$ cat src/rtl/clk_stop_pkg.sv
package clk_stop_pkg;

   typedef enum logic {
      RATIO_SLOW = 1'b0,
      RATIO_FAST = 1'b1
   } cpu_ratio_e;

   // control indices inside the synchronizer bank
   localparam int CTL_CPU   = 0;
   localparam int CTL_PCI   = 1;
   localparam int CTL_PWR   = 2;
   localparam int NUM_CTL   = 3;

   // width of the high phase for a given divide value
   function automatic int high_len(input int div);
      return div / 2;
   endfunction

endpackage

$ cat src/rtl/csc_sync.sv
module csc_sync #(
   parameter int   STAGES  = 2,
   parameter logic RST_VAL = 1'b1
) (
   input  logic clk_i,
   input  logic rst_ni,
   input  logic d_i,
   output logic q_o
);

   if (STAGES < 2) begin : g_bad_stages
      $error("csc_sync: STAGES must be at least 2");
   end

   logic [STAGES-1:0] stage_q;

   for (genvar s = 0; s < STAGES; s++) begin : g_stage
      always_ff @(posedge clk_i or negedge rst_ni) begin
         if (!rst_ni) begin
            stage_q[s] <= RST_VAL;
         end else begin
            if (s == 0) stage_q[s] <= d_i;
            else        stage_q[s] <= stage_q[(s == 0) ? 0 : s-1];
         end
      end
   end

   assign q_o = stage_q[STAGES-1];

endmodule

$ cat src/rtl/csc_divider.sv
module csc_divider #(
   parameter int CW = 3
) (
   input  logic          clk_i,
   input  logic          rst_ni,
   input  logic [CW-1:0] div_i,
   output logic [CW-1:0] cnt_o,
   output logic          last_o,
   output logic          high_o
);

   logic [CW-1:0] cnt_q;
   logic [CW-1:0] lim;

   assign lim = div_i - CW'(1);

   always_ff @(posedge clk_i or negedge rst_ni) begin
      if (!rst_ni)           cnt_q <= '0;
      else if (cnt_q >= lim) cnt_q <= '0;
      else                   cnt_q <= cnt_q + CW'(1);
   end

   assign cnt_o  = cnt_q;
   assign last_o = (cnt_q == lim);
   assign high_o = (cnt_q < (div_i >> 1));

endmodule

$ cat src/rtl/csc_gate.sv
module csc_gate (
   input  logic clk_i,
   input  logic rst_ni,
   input  logic last_i,
   input  logic want_i,
   input  logic raw_i,
   input  logic en_i,
   output logic gate_o,
   output logic clk_o
);

   logic gate_q;

   always_ff @(posedge clk_i or negedge rst_ni) begin
      if (!rst_ni)     gate_q <= 1'b0;
      else if (last_i) gate_q <= want_i;
   end

   assign gate_o = gate_q;
   assign clk_o  = gate_q & raw_i & en_i;

   AST_GATE_AT_BOUNDARY: assert property (@(posedge clk_i) disable iff (!rst_ni)
      (gate_q != $past(gate_q)) |-> ($past(last_i) && !$past(raw_i)));

endmodule

$ cat src/rtl/csc_pwr_seq.sv
module csc_pwr_seq #(
   parameter int PWR_WAIT = 600000
) (
   input  logic clk_i,
   input  logic rst_ni,
   input  logic pwr_ok_i,
   output logic run_o
);

   localparam int WW = (PWR_WAIT < 2) ? 1 : $clog2(PWR_WAIT);

   if (PWR_WAIT < 1) begin : g_bad_wait
      $error("csc_pwr_seq: PWR_WAIT must be at least 1");
   end

   logic          run_q;
   logic [WW-1:0] wait_q;

   always_ff @(posedge clk_i or negedge rst_ni) begin
      if (!rst_ni) begin
         run_q  <= 1'b1;
         wait_q <= '0;
      end else if (!pwr_ok_i) begin
         run_q  <= 1'b0;
         wait_q <= '0;
      end else if (!run_q) begin
         if (wait_q == WW'(PWR_WAIT - 1)) run_q  <= 1'b1;
         else                             wait_q <= wait_q + WW'(1);
      end
   end

   assign run_o = run_q;

   AST_PD_HALTS: assert property (@(posedge clk_i) disable iff (!rst_ni)
      !pwr_ok_i |=> !run_o);

   AST_PD_RESTART_NEEDS_OK: assert property (@(posedge clk_i) disable iff (!rst_ni)
      $rose(run_o) |-> $past(pwr_ok_i));

endmodule

$ cat src/rtl/clk_stop_ctrl.sv
module clk_stop_ctrl
   import clk_stop_pkg::*;
#(
   parameter int N_CPU       = 2,
   parameter int N_PCI       = 5,
   parameter int CPU_DIV_FAST = 2,
   parameter int CPU_DIV_SLOW = 3,
   parameter int PCI_DIV     = 6,
   parameter int SYNC_STAGES = 2,
   parameter int PWR_WAIT    = 600000
) (
   input  logic             clk_i,
   input  logic             rst_ni,
   input  logic             ratio_fast_i,
   input  logic             oe_i,
   input  logic             cpu_stop_ni,
   input  logic             pci_stop_ni,
   input  logic             pwr_down_ni,
   output logic [N_CPU-1:0] cpu_clk_o,
   output logic [N_PCI-1:0] pci_clk_o,
   output logic             pci_free_o,
   output logic             out_en_o
);

   localparam int CW = $clog2(PCI_DIV + 1);

   if (N_CPU < 1 || N_PCI < 1) begin : g_bad_count
      $error("clk_stop_ctrl: need at least one CPU and one PCI output");
   end
   if ((PCI_DIV % CPU_DIV_FAST) != 0 || (PCI_DIV % CPU_DIV_SLOW) != 0) begin : g_bad_ratio
      $error("clk_stop_ctrl: PCI_DIV must be a multiple of both CPU divides");
   end
   if (CPU_DIV_FAST < 2 || CPU_DIV_SLOW < 2) begin : g_bad_div
      $error("clk_stop_ctrl: CPU divides must be at least 2");
   end

   // reset-time straps
   cpu_ratio_e ratio_q;
   logic       oe_q;

   always_ff @(posedge clk_i) begin
      if (!rst_ni) begin
         ratio_q <= cpu_ratio_e'(ratio_fast_i);
         oe_q    <= oe_i;
      end
   end

   // control synchronizers
   logic [NUM_CTL-1:0] ctl_raw;
   logic [NUM_CTL-1:0] ctl_sync;

   assign ctl_raw[CTL_CPU] = cpu_stop_ni;
   assign ctl_raw[CTL_PCI] = pci_stop_ni;
   assign ctl_raw[CTL_PWR] = pwr_down_ni;

   for (genvar c = 0; c < NUM_CTL; c++) begin : g_sync
      csc_sync #(.STAGES(SYNC_STAGES), .RST_VAL(1'b1)) u_sync (
         .clk_i  (clk_i),
         .rst_ni (rst_ni),
         .d_i    (ctl_raw[c]),
         .q_o    (ctl_sync[c])
      );
   end

   // dividers
   logic [CW-1:0] cpu_div;
   logic [CW-1:0] cpu_cnt, pci_cnt;
   logic          cpu_last, cpu_high, pci_last, pci_high;

   assign cpu_div = (ratio_q == RATIO_FAST) ? CW'(CPU_DIV_FAST) : CW'(CPU_DIV_SLOW);

   csc_divider #(.CW(CW)) u_cpu_div (
      .clk_i  (clk_i),
      .rst_ni (rst_ni),
      .div_i  (cpu_div),
      .cnt_o  (cpu_cnt),
      .last_o (cpu_last),
      .high_o (cpu_high)
   );

   csc_divider #(.CW(CW)) u_pci_div (
      .clk_i  (clk_i),
      .rst_ni (rst_ni),
      .div_i  (CW'(PCI_DIV)),
      .cnt_o  (pci_cnt),
      .last_o (pci_last),
      .high_o (pci_high)
   );

   // power sequencing
   logic run;

   csc_pwr_seq #(.PWR_WAIT(PWR_WAIT)) u_pwr (
      .clk_i    (clk_i),
      .rst_ni   (rst_ni),
      .pwr_ok_i (ctl_sync[CTL_PWR]),
      .run_o    (run)
   );

   // PCI stop capture at the free clock rising edge
   logic pci_stop_lat_q;

   always_ff @(posedge clk_i or negedge rst_ni) begin
      if (!rst_ni)       pci_stop_lat_q <= 1'b1;
      else if (pci_last) pci_stop_lat_q <= ctl_sync[CTL_PCI];
   end

   // gates
   logic cpu_gate, pci_gate, free_gate;
   logic cpu_clk, pci_clk, free_clk;

   csc_gate u_cpu_gate (
      .clk_i  (clk_i),
      .rst_ni (rst_ni),
      .last_i (cpu_last),
      .want_i (ctl_sync[CTL_CPU] & run),
      .raw_i  (cpu_high),
      .en_i   (oe_q),
      .gate_o (cpu_gate),
      .clk_o  (cpu_clk)
   );

   csc_gate u_pci_gate (
      .clk_i  (clk_i),
      .rst_ni (rst_ni),
      .last_i (pci_last),
      .want_i (pci_stop_lat_q & run),
      .raw_i  (pci_high),
      .en_i   (oe_q),
      .gate_o (pci_gate),
      .clk_o  (pci_clk)
   );

   csc_gate u_free_gate (
      .clk_i  (clk_i),
      .rst_ni (rst_ni),
      .last_i (pci_last),
      .want_i (run),
      .raw_i  (pci_high),
      .en_i   (oe_q),
      .gate_o (free_gate),
      .clk_o  (free_clk)
   );

   for (genvar i = 0; i < N_CPU; i++) begin : g_cpu_out
      assign cpu_clk_o[i] = cpu_clk;
   end
   for (genvar j = 0; j < N_PCI; j++) begin : g_pci_out
      assign pci_clk_o[j] = pci_clk;
   end
   assign pci_free_o = free_clk;
   assign out_en_o   = oe_q;

   // port-level checks
   AST_OE_QUIET: assert property (@(posedge clk_i) disable iff (!rst_ni)
      !out_en_o |-> (cpu_clk_o == '0 && pci_clk_o == '0 && !pci_free_o));

   AST_CPU_RISE_AT_START: assert property (@(posedge clk_i) disable iff (!rst_ni)
      $rose(cpu_clk_o[0]) |-> (cpu_cnt == '0));

   AST_CPU_FULL_HIGH: assert property (@(posedge clk_i) disable iff (!rst_ni)
      ($fell(cpu_clk_o[0]) && out_en_o) |-> (cpu_cnt == (cpu_div >> 1)));

   AST_FREE_FULL_HIGH: assert property (@(posedge clk_i) disable iff (!rst_ni)
      ($fell(pci_free_o) && out_en_o) |-> (pci_cnt == CW'(PCI_DIV / 2)));

   AST_PCI_EDGE_ALIGN: assert property (@(posedge clk_i) disable iff (!rst_ni)
      $rose(pci_free_o) |-> (cpu_cnt == '0 && cpu_high));

   AST_PCI_STOPPED_LOW: assert property (@(posedge clk_i) disable iff (!rst_ni)
      (!pci_gate) |-> (pci_clk_o == '0));

   AST_FREE_NEEDS_RUN_ONLY: assert property (@(posedge clk_i) disable iff (!rst_ni)
      (pci_last && run) |=> free_gate);

   AST_CPU_STOP_HOLDS: assert property (@(posedge clk_i) disable iff (!rst_ni)
      (cpu_last && !ctl_sync[CTL_CPU]) |=> (cpu_clk_o == '0));

endmodule

$ cat config.mk
export PLATFORM = sky130hd
export DESIGN_NAME = clk_stop_ctrl
export DESIGN_NICKNAME = d
export VERILOG_FILES = /design/src/rtl/clk_stop_pkg.sv /design/src/rtl/csc_sync.sv /design/src/rtl/csc_divider.sv /design/src/rtl/csc_gate.sv /design/src/rtl/csc_pwr_seq.sv /design/src/rtl/clk_stop_ctrl.sv
export SDC_FILE = /design/constraint.sdc
export NUM_CORES = 1
export LEC_CHECK = 0
export ABC_AREA = 1
export BUFFER_PORTS_ARGS = -buffer_cell sky130_fd_sc_hd__buf_2
export CORE_MARGIN = 4
export CORE_UTILIZATION = 45
export CTS_BUF_LIST = sky130_fd_sc_hd__clkbuf_2 sky130_fd_sc_hd__clkbuf_4 sky130_fd_sc_hd__clkbuf_8
export CTS_CLUSTER_DIAMETER = 100
export CTS_CLUSTER_SIZE = 24
export DETAILED_ROUTE_END_ITERATION = 16
export GPL_TIMING_DRIVEN = 0
export PLACE_DENSITY_LB_ADDON = 0.15
export SYNTH_ARGS = -nofsm -noshare
export SYNTH_HDL_FRONTEND = slang
export SYNTH_SLANG_ARGS = --single-unit
$ cat constraint.sdc
create_clock -name clk_i -period 3.6 [get_ports clk_i]
set_input_delay 0.18 -clock clk_i [delete_from_list [all_inputs] [get_ports clk_i]]
set_output_delay 0.18 -clock clk_i [all_outputs]
set_load 0.02 [all_outputs]
-- Word-level counts from Yosys, hierarchy flattened
Index checks and enable logic that the tools add are counted.
- output and inout bits: 9
- flip-flop bits (word level): 39
- eq/ne operators: 5
- add/sub/neg operators: 4
- order comparisons: 4
- bitwise operators: 8
- reductions and logical operators: 1
- mux-type cells: 9
- operators by type and width (kind ; count):
    two-way mux 20 bit ; 3
    adder 20 x 1 -> 20 bit (second input constant) ; 1
    == test 20 bit (second input constant) ; 1
    AND 1 bit ; 8
    adder 3 x 1 -> 3 bit (second input constant) ; 2
    two-way mux 3 bit ; 2
    two-way mux 1 bit ; 4
    inequality test 2 bit (second input constant) ; 2
    == test 3 bit ; 1
    == test 3 bit (second input constant) ; 1
    >= comparator 3 bit ; 1
    >= comparator 3 bit (second input constant) ; 1
    < comparator 3 x 1 -> 1 bit (second input constant) ; 1
    < comparator 3 x 2 -> 1 bit (second input constant) ; 1
    subtractor 2 x 1 -> 3 bit (second input constant) ; 1
    AND reduction 2 bit ; 1

-- Logic depth before layout (Yosys ltp)
Gate-level depths: netlist of the first run.
- word-level depth: 4
- gate-level depth with buffers: 10

-- Cells and area by module
Synthesis of the first run repeated with hierarchy kept, for this count alone.
- cells, all modules: 329
- area, all modules: 2438.6 um^2
- modules (own cells, without submodules) (module ; cells each ; times used ; sequential area each (um^2) ; area each (um^2)):
    csc_pwr_seq ; 217 ; 1 ; 526.8 ; 1440.1
    csc_divider ; 30 ; 2 ; 75.1 ; 247.7
    clk_stop_ctrl ; 22 ; 1 ; 86.3 ; 183.9
    csc_gate ; 8 ; 3 ; 25.0 ; 53.8
    csc_sync ; 2 ; 3 ; 52.6 ; 52.6

-- Worst setup path before layout of the first run
No wires, ideal clock.
- path kind: register to register
- start: reg u_pwr.wait_q[0]
- end: reg u_pwr.wait_q[12]
- arrival time: 1.338 ns
- clock period less this slack: 1.456 ns
- cell stages (with the launch flop): 10
- setup slack: 2.144 ns
- path buffers: 1
- path through: dfrtp_1 ha_1 nand3_1 nor2_4 nand3_2 nand2_2 inv_2 buf_6 nand3b_1 nand2_1
- longest elaborated chain between the ends: 4
- elaborated cells on any way between the ends: 7
- RTL lines (item ; line ; text):
    start, declared ; csc_pwr_seq.sv:17 ; logic [WW-1:0] wait_q;
    start signal, assigned ; csc_pwr_seq.sv:28 ; else wait_q <= wait_q + WW'(1);
    adder 20 x 1 -> 20 bit ; csc_pwr_seq.sv:28 ;
    two-way mux 20 bit ; csc_pwr_seq.sv:27 ; if (wait_q == WW'(PWR_WAIT - 1)) run_q <= 1'b1;
    two-way mux 20 bit ; csc_pwr_seq.sv:26 ; end else if (!run_q) begin
    two-way mux 20 bit ; csc_pwr_seq.sv:23 ; end else if (!pwr_ok_i) begin
Several ways; a longest one is shown, not always the timed one. The select of a mux whose other input is x is not followed.
A chain may end at the register's enable or synchronous reset.

-- Worst setup path in the final report of the first run
- start: reg u_pwr.wait_q[0]
- end: reg u_pwr.wait_q[4]
The elaborated chain is that of the path after synthesis.

==> metrics.yaml, run 1 <==
placement:
  gp_congestion: 0.926
  placement.io_buffers: 15
  placed_area_sq_um: 2350
  hpwlAfterDp_mm: 3.16
  place_ws_ps: 1910
floorplan:
  core_area_sq_um: 4720
  start_util_pct: 46.4
  placementRows: 25
  dieHeight_microns: 77.8
  io_pins: 16
  dieArea_sq_um: 6050
  die_w_microns: 77.8
power:
  peakVddDrop_uv: 309
  power_frac_clock_pct: 40.7
  pwr-share-seq_pct: 50.9
  p_int_mw: 0.725
  p_total_mw: 0.946
  power.leakage_nw: 1.23
  p_sw_mw: 0.222
  sw_frac_of_total_pct: 23.4
  powerDensity_nw_per_um2: 378
  combPwrFrac_pct: 8.3
sta:
  worst_slew_pin_slew_ps: 831
  clock.fmax_mhz: 583
  fin_skew_ps: 1.55
  setup_viol_count_final: 0
  tns_ps: 0
  fin_ws_ps: 1880
  slew_headroom_pct: 44.6
  min_period_ps: 1720
  slew_viol_final: 0
  fin_crit_sh_pct: 47.6
  timing.hold.ws_ps: -15.2
  hold_viol: 15
  rsz0062_at_grt: "false"
drt:
  drt_pass1_iterations: 4
  post-route-drc-count: 0
  post_drt_wl_per_cell_microns: 11.8
  vias_per_cell: 4.69
  vias: 1762
  routed_wl_mm: 4.43
  drt-initial-drc-count: 138
  ant_nets: 0
finish:
  final_cell_mix: "nand2_1, nor2_1, inv_1"
  final_common_cell: "nand2_1"
  diodes: 0
  drive_gt1_share_pct: 16.5
  postLayoutCellArea_sq_um: 2500
  fillCellCount: 454
  nNetsFinal: 321
  area_growth_pct: 14.2
critical_path:
  slowest_stage: "dfrtp_1"
  path_class: "reg2reg"
  critPathMaxFanout: 10
  cp_top_family: "simple AND/OR/NAND/NOR gates"
  worstSetupStartpointType: "register"
  reg2reg_depth: 9
  path_buf_inv: 2
  arrival_ps: 1900
  worstSetupEndpointType: "register"
  cpPeakStageDelay_ps: 400
  worstPathRequired_ps: 3780
  cp_num_cells: 9
  worstPathCellList: "ha_1 > nand3_1 > nor2_4 > nand3_2 > nand2_2 > inv_2 > buf_6 > nand3b_1 > nand2_1"
clock_network:
  cts_made_buffers: 5
  clock_path_buffers: 2
  cts_resized: 0
  h-tree-depth: 2
  clk_pin_slew_ps: 80
  cts_tree: "yes"
  hold_buffers: 3
  root_buffer: "clkbuf_8"
  cts_sinks: 39
  insertion_delay_ps: 280
  post_cts_buffers: 0
synthesis:
  synthTopCellsByArea: "dfrtp_1, nand2_1, dfstp_2"
  netlist_instances: 283
  yosysSeqAreaShare_pct: 45.4
  ys_ff_latch: 39
  syn_avg_cell_area_sq_um: 7.75
  synth_fp_nets: 296
  yosysUniqueCellTypes: 27
  syn_area_sq_um: 2190
  yosysTopAreaCellShare_pct: 33.1
  yosysWarningCount: 0
  synth_top_cell_by_area: "dfrtp_1"
global_routing:
  grt_max_degree: 39
  grt_use_total_pct: 16.6
  grt_pass1_wl_mm: 7.99
  first_global_vias: 1744
  antenna_found_initial: 0
  overflow: 0
outcome:
  violations: "negative hold slack"
  status: "finished, violations left"
job:
  maxCapViolCount: 0
min_path:
  hold_path.class: "in2async"
## state kept, by name, indices dropped and copies added (netlist names)
signal / count
u_pwr.wait_q: 20
g_sync.u_sync.q_o: 3
g_sync.u_sync.stage_q: 3
u_cpu_div.cnt_o: 3
u_pci_div.cnt_o: 3
out_en_o: 1
pci_stop_lat_q: 1
ratio_q: 1
u_cpu_gate.gate_o: 1
u_free_gate.gate_o: 1
u_pci_gate.gate_o: 1
u_pwr.run_o: 1
## routing by layer
metal  track usage (%)  share of wire [%]  vias to the layer above
li1                  -                  -                      921
met1              21.7                 50                      816
met2              26.6                 46                       21
met3              4.06                3.0                        4
met4              6.05                1.2                        0
met5                 0                  0                        -
## path summary, 6_finish.rpt
check	startpoint	end	slack (ps)
max in group asynchronous	rst_ni	u_pwr.wait_q[5]	3090
hold / removal	rst_ni	u_cpu_div.cnt_o[2]	-20
setup reg to reg	u_pwr.wait_q[0]	u_pwr.wait_q[4]	1880
min in group clk_i	ratio_fast_i	ratio_q	60
hold reg to reg	g_sync[1].u_sync.stage_q[0]	g_sync[1].u_sync.q_o	360
setup / recovery	u_pwr.wait_q[0]	u_pwr.wait_q[4]	1880
## cell families after synthesis
family                   share of synthesized area (%)
AO/OA/AOI/OAI                                     2.68
XOR/XNOR                                          5.59
adder cells (fa/ha/maj)                           3.42
buffers and inverters                             9.76
flip-flops                                        45.4
AND/OR/NAND/NOR                                   33.1
## worst reg2reg max path, cell delays in order (launching register included)
cell and delay [ps]:
dfrtp_1 400, ha_1 240, nand3_1 180, nor2_4 180, nand3_2 150, nand2_2 100
inv_2 80, buf_6 150, nand3b_1 90, nand2_1 60
## synthesized netlist by cell type (all sizes together)
cell type / n
o22ai: 1
nand4: 3
buf: 12
o21ai: 8
ha: 6
nor3: 1
dfrtp: 29
inv: 33
nand3b: 7
nor2: 45
nand3: 24
nand2: 87
nor4: 1
xnor2: 2
dfstp: 8
edfxtp: 2
xor2: 12
a21oi: 1
o211ai: 1
## power groups by stage
stage                     clock (mW)  sequential [mW]  combinational (mW)
after CTS                      0.401            0.482              0.0807
after global placement             0            0.490              0.0754
after floorplan                    0            0.487              0.0534
final                          0.386            0.482              0.0787
after global routing           0.423            0.487              0.0925
after detailed placement           0            0.490              0.0778
## layout make-up
type / count / area [sq um] / area share, %
clock inverter: 2 / 38.8 / 1.55
multi-input combinational: 199 / 982 / 39.3
sequential: 39 / 996 / 39.8
tap: 67 / 83.8 / 3.35
buffer: 12 / 90.1 / 3.60
timing repair buffer: 18 / 105 / 4.20
clock buffer: 6 / 82.6 / 3.30
inverter: 33 / 124 / 4.95
## through the flow
| stage | instances | util (%) |
|---|---|---|
| 2_1_floorplan | 283 | - |
| 3_3_place_gp | 365 | 49.8 |
| 3_5_place_dp | 365 | 49.8 |
| 4_1_cts | 376 | 53.0 |
| 5_1_grt | 376 | 53.0 |
| 6_report | 376 | 53.0 |
Note: power is estimated with default switching activity, not from simulation.
==> inputs of run 2 (changes only) <==
==> constraint.sdc (replaced) <==
create_clock -name clk_i -period 1.75 [get_ports clk_i]
set_input_delay 0.0875 -clock clk_i [delete_from_list [all_inputs] [get_ports clk_i]]
set_output_delay 0.0875 -clock clk_i [all_outputs]
set_load 0.02 [all_outputs]
==> metrics.yaml, run 2 (synthesis results as in run 1) <==
sta:
  slew_headroom_pct: 44.4
  slew_viol_final: 0
  fin_ws_ps: 120
  tns_ps: 0
  rsz0062_at_grt: "false"
  worst_slew_pin_slew_ps: 833
  hold_viol: 0
  clock.fmax_mhz: 614
  min_period_ps: 1630
  setup_viol_count_final: 0
  fin_crit_sh_pct: 93.1
  fin_skew_ps: 1.54
power:
  powerDensity_nw_per_um2: 761
  power.leakage_nw: 1.25
  peakVddDrop_uv: 636
global_routing:
  antenna_found_initial: 0
  grtUsageMet1_pct: 22.0
  grt_use_total_pct: 16.9
  use_met2_pct: 27.3
  overflow: 0
  first_global_vias: 1769
  grt_pass1_wl_mm: 8.11
  grt_max_degree: 39
  use_met3_pct: 4.06
  busiest_layer: "met2"
critical_path:
  slowest_stage: "dfrtp_1"
  r2r-end: "u_pwr.wait_q[4]"
  r2r_slack_ps: 120
  path_class: "reg2reg"
  cp_common_cell: "nand3_2"
  cpPeakStageDelay_ps: 410
  worstSetupEndpointType: "register"
  arrival_ps: 1810
  reg2reg_from: "u_pwr.wait_q[1]"
  worstSetupStartpointType: "register"
  path_buf_inv: 2
  cp_top_family: "simple AND/OR/NAND/NOR gates"
  critPathMaxFanout: 10
  reg2reg_depth: 9
  worstPathRequired_ps: 1930
  worstPathCellList: "ha_4 > nand3_2 > nor2_4 > nand3_2 > nand2_2 > inv_2 > buf_6 > nand3b_1 > nand2_1"
placement:
  place_ws_ps: 56.3
  placed_area_sq_um: 2350
  gp_congestion: 0.926
  hpwlAfterDp_mm: 3.16
  placement.io_buffers: 15
  placed_cells: 365
floorplan:
  dieHeight_microns: 77.8
  dieArea_sq_um: 6050
  core_area_sq_um: 4720
  start_util_pct: 46.4
  io_pins: 16
  placementRows: 25
  die_w_microns: 77.8
clock_network:
  cts_sinks: 39
  cts_made_buffers: 5
  clock_path_buffers: 2
  insertion_delay_ps: 280
  h-tree-depth: 2
  root_buffer: "clkbuf_8"
  clk_pin_slew_ps: 80
  cts_tree: "yes"
finish:
  final_common_cell: "nand2_1"
  diodes: 0
  postLayoutCellArea_sq_um: 2580
  final_cells: 381
  drive_gt1_share_pct: 18.2
  largest_reg_flops: 20
  nNetsFinal: 326
  area_growth_pct: 17.6
  final_cell_mix: "nand2_1, nor2_1, inv_1"
  largest_register: "u_pwr.wait_q"
drt:
  post-route-drc-count: 0
  post_drt_wl_per_cell_microns: 12.0
  drt_pass1_iterations: 4
  routed_wl_mm: 4.58
  ant_nets: 0
  vias: 1799
  drt-initial-drc-count: 113
  vias_per_cell: 4.72
min_path:
  hp-start: "g_sync[0].u_sync.stage_q[0]"
  min_path_cells: 0
  hold_path.class: "reg2reg"
  whs_endpoint: "g_sync[0].u_sync.q_o"
job:
  maxCapViolCount: 0
outcome:
  status: "finished clean"
[run 2: cell types whose count changed in the layout (fill, tap and decap cells not counted)]
cell	previous run	this run
ha_1	6	5
nand3_2	1	2
nor2_2	4	5
dlygate4sd3_1	3	6
nand3_1	23	22
nand2_1	85	84
nand2_2	2	3
buf_6	1	3
ha_4	0	1
nor2_1	40	39
[run 2: routing by layer]
| layer | vias up | share of wire [%] |
|---|---|---|
| met5 | - | 0 |
| met4 | 0 | 1.6 |
| met3 | 6 | 4.3 |
| met2 | 35 | 46 |
| met1 | 828 | 48 |
| li1 | 930 | - |
[run 2: worst max path at each step]
stage / slack, ps / start / cells after the start / end
finish: 120 / u_pwr.wait_q[1] / 9 / u_pwr.wait_q[4]
global placement: 70 / u_pwr.wait_q[0] / 9 / u_pwr.wait_q[3]
global route: 2 / u_pwr.wait_q[1] / 9 / u_pwr.wait_q[4]
CTS: 30 / u_pwr.wait_q[0] / 9 / u_pwr.wait_q[4]
floorplan: 290 / u_pwr.wait_q[0] / 9 / u_pwr.wait_q[12]
detailed placement: 60 / u_pwr.wait_q[0] / 9 / u_pwr.wait_q[4]
[run 2: where the power goes]
| group | switching, mW | internal, mW | total, mW |
|---|---|---|---|
| sequential | 0.0385 | 0.955 | 0.994 |
| combinational | 0.0984 | 0.0748 | 0.173 |
| clock | 0.324 | 0.469 | 0.793 |
| total | 0.461 | 1.50 | 1.96 |
[run 2: area by class of cell]
type,count,area [sq um]
clock buffers,6,82.6
flip-flops and latches,39,996
plain buffers,12,97.6
well taps,67,83.8
multi-input cells,199,1000
inverters,33,124
clock inverters,2,38.8
fillers,444,2150
repair buffers,23,150
[run 2: metrics by stage]
| step | util [%] | hold WS [ps] | power (mW) |
|---|---|---|---|
| final | 54.6 | 359 | 1.96 |
| after global routing | 54.6 | 363 | 2.08 |
| after CTS | 53.6 | 361 | 1.99 |
| after detailed placement | 49.8 | 194 | 1.17 |
| after global placement | 49.8 | 192 | 1.16 |
| after floorplan | - | -208 | 1.11 |
[run 2: what timing repair did]
item	in CTS	in global routing
endpoints found under the setup margin	0	22
buffers inserted	0	2
gates resized for setup	0	7
hold endpoints to repair	34	0
hold buffers	6	0
[run 2: worst reg2reg max path, cell delays in order (launching register included)]
cell,delay (ps)
dfrtp_1,410
ha_4,180
nand3_2,120
nor2_4,190
nand3_2,150
nand2_2,100
inv_2,80
buf_6,150
nand3b_1,90
nand2_1,60
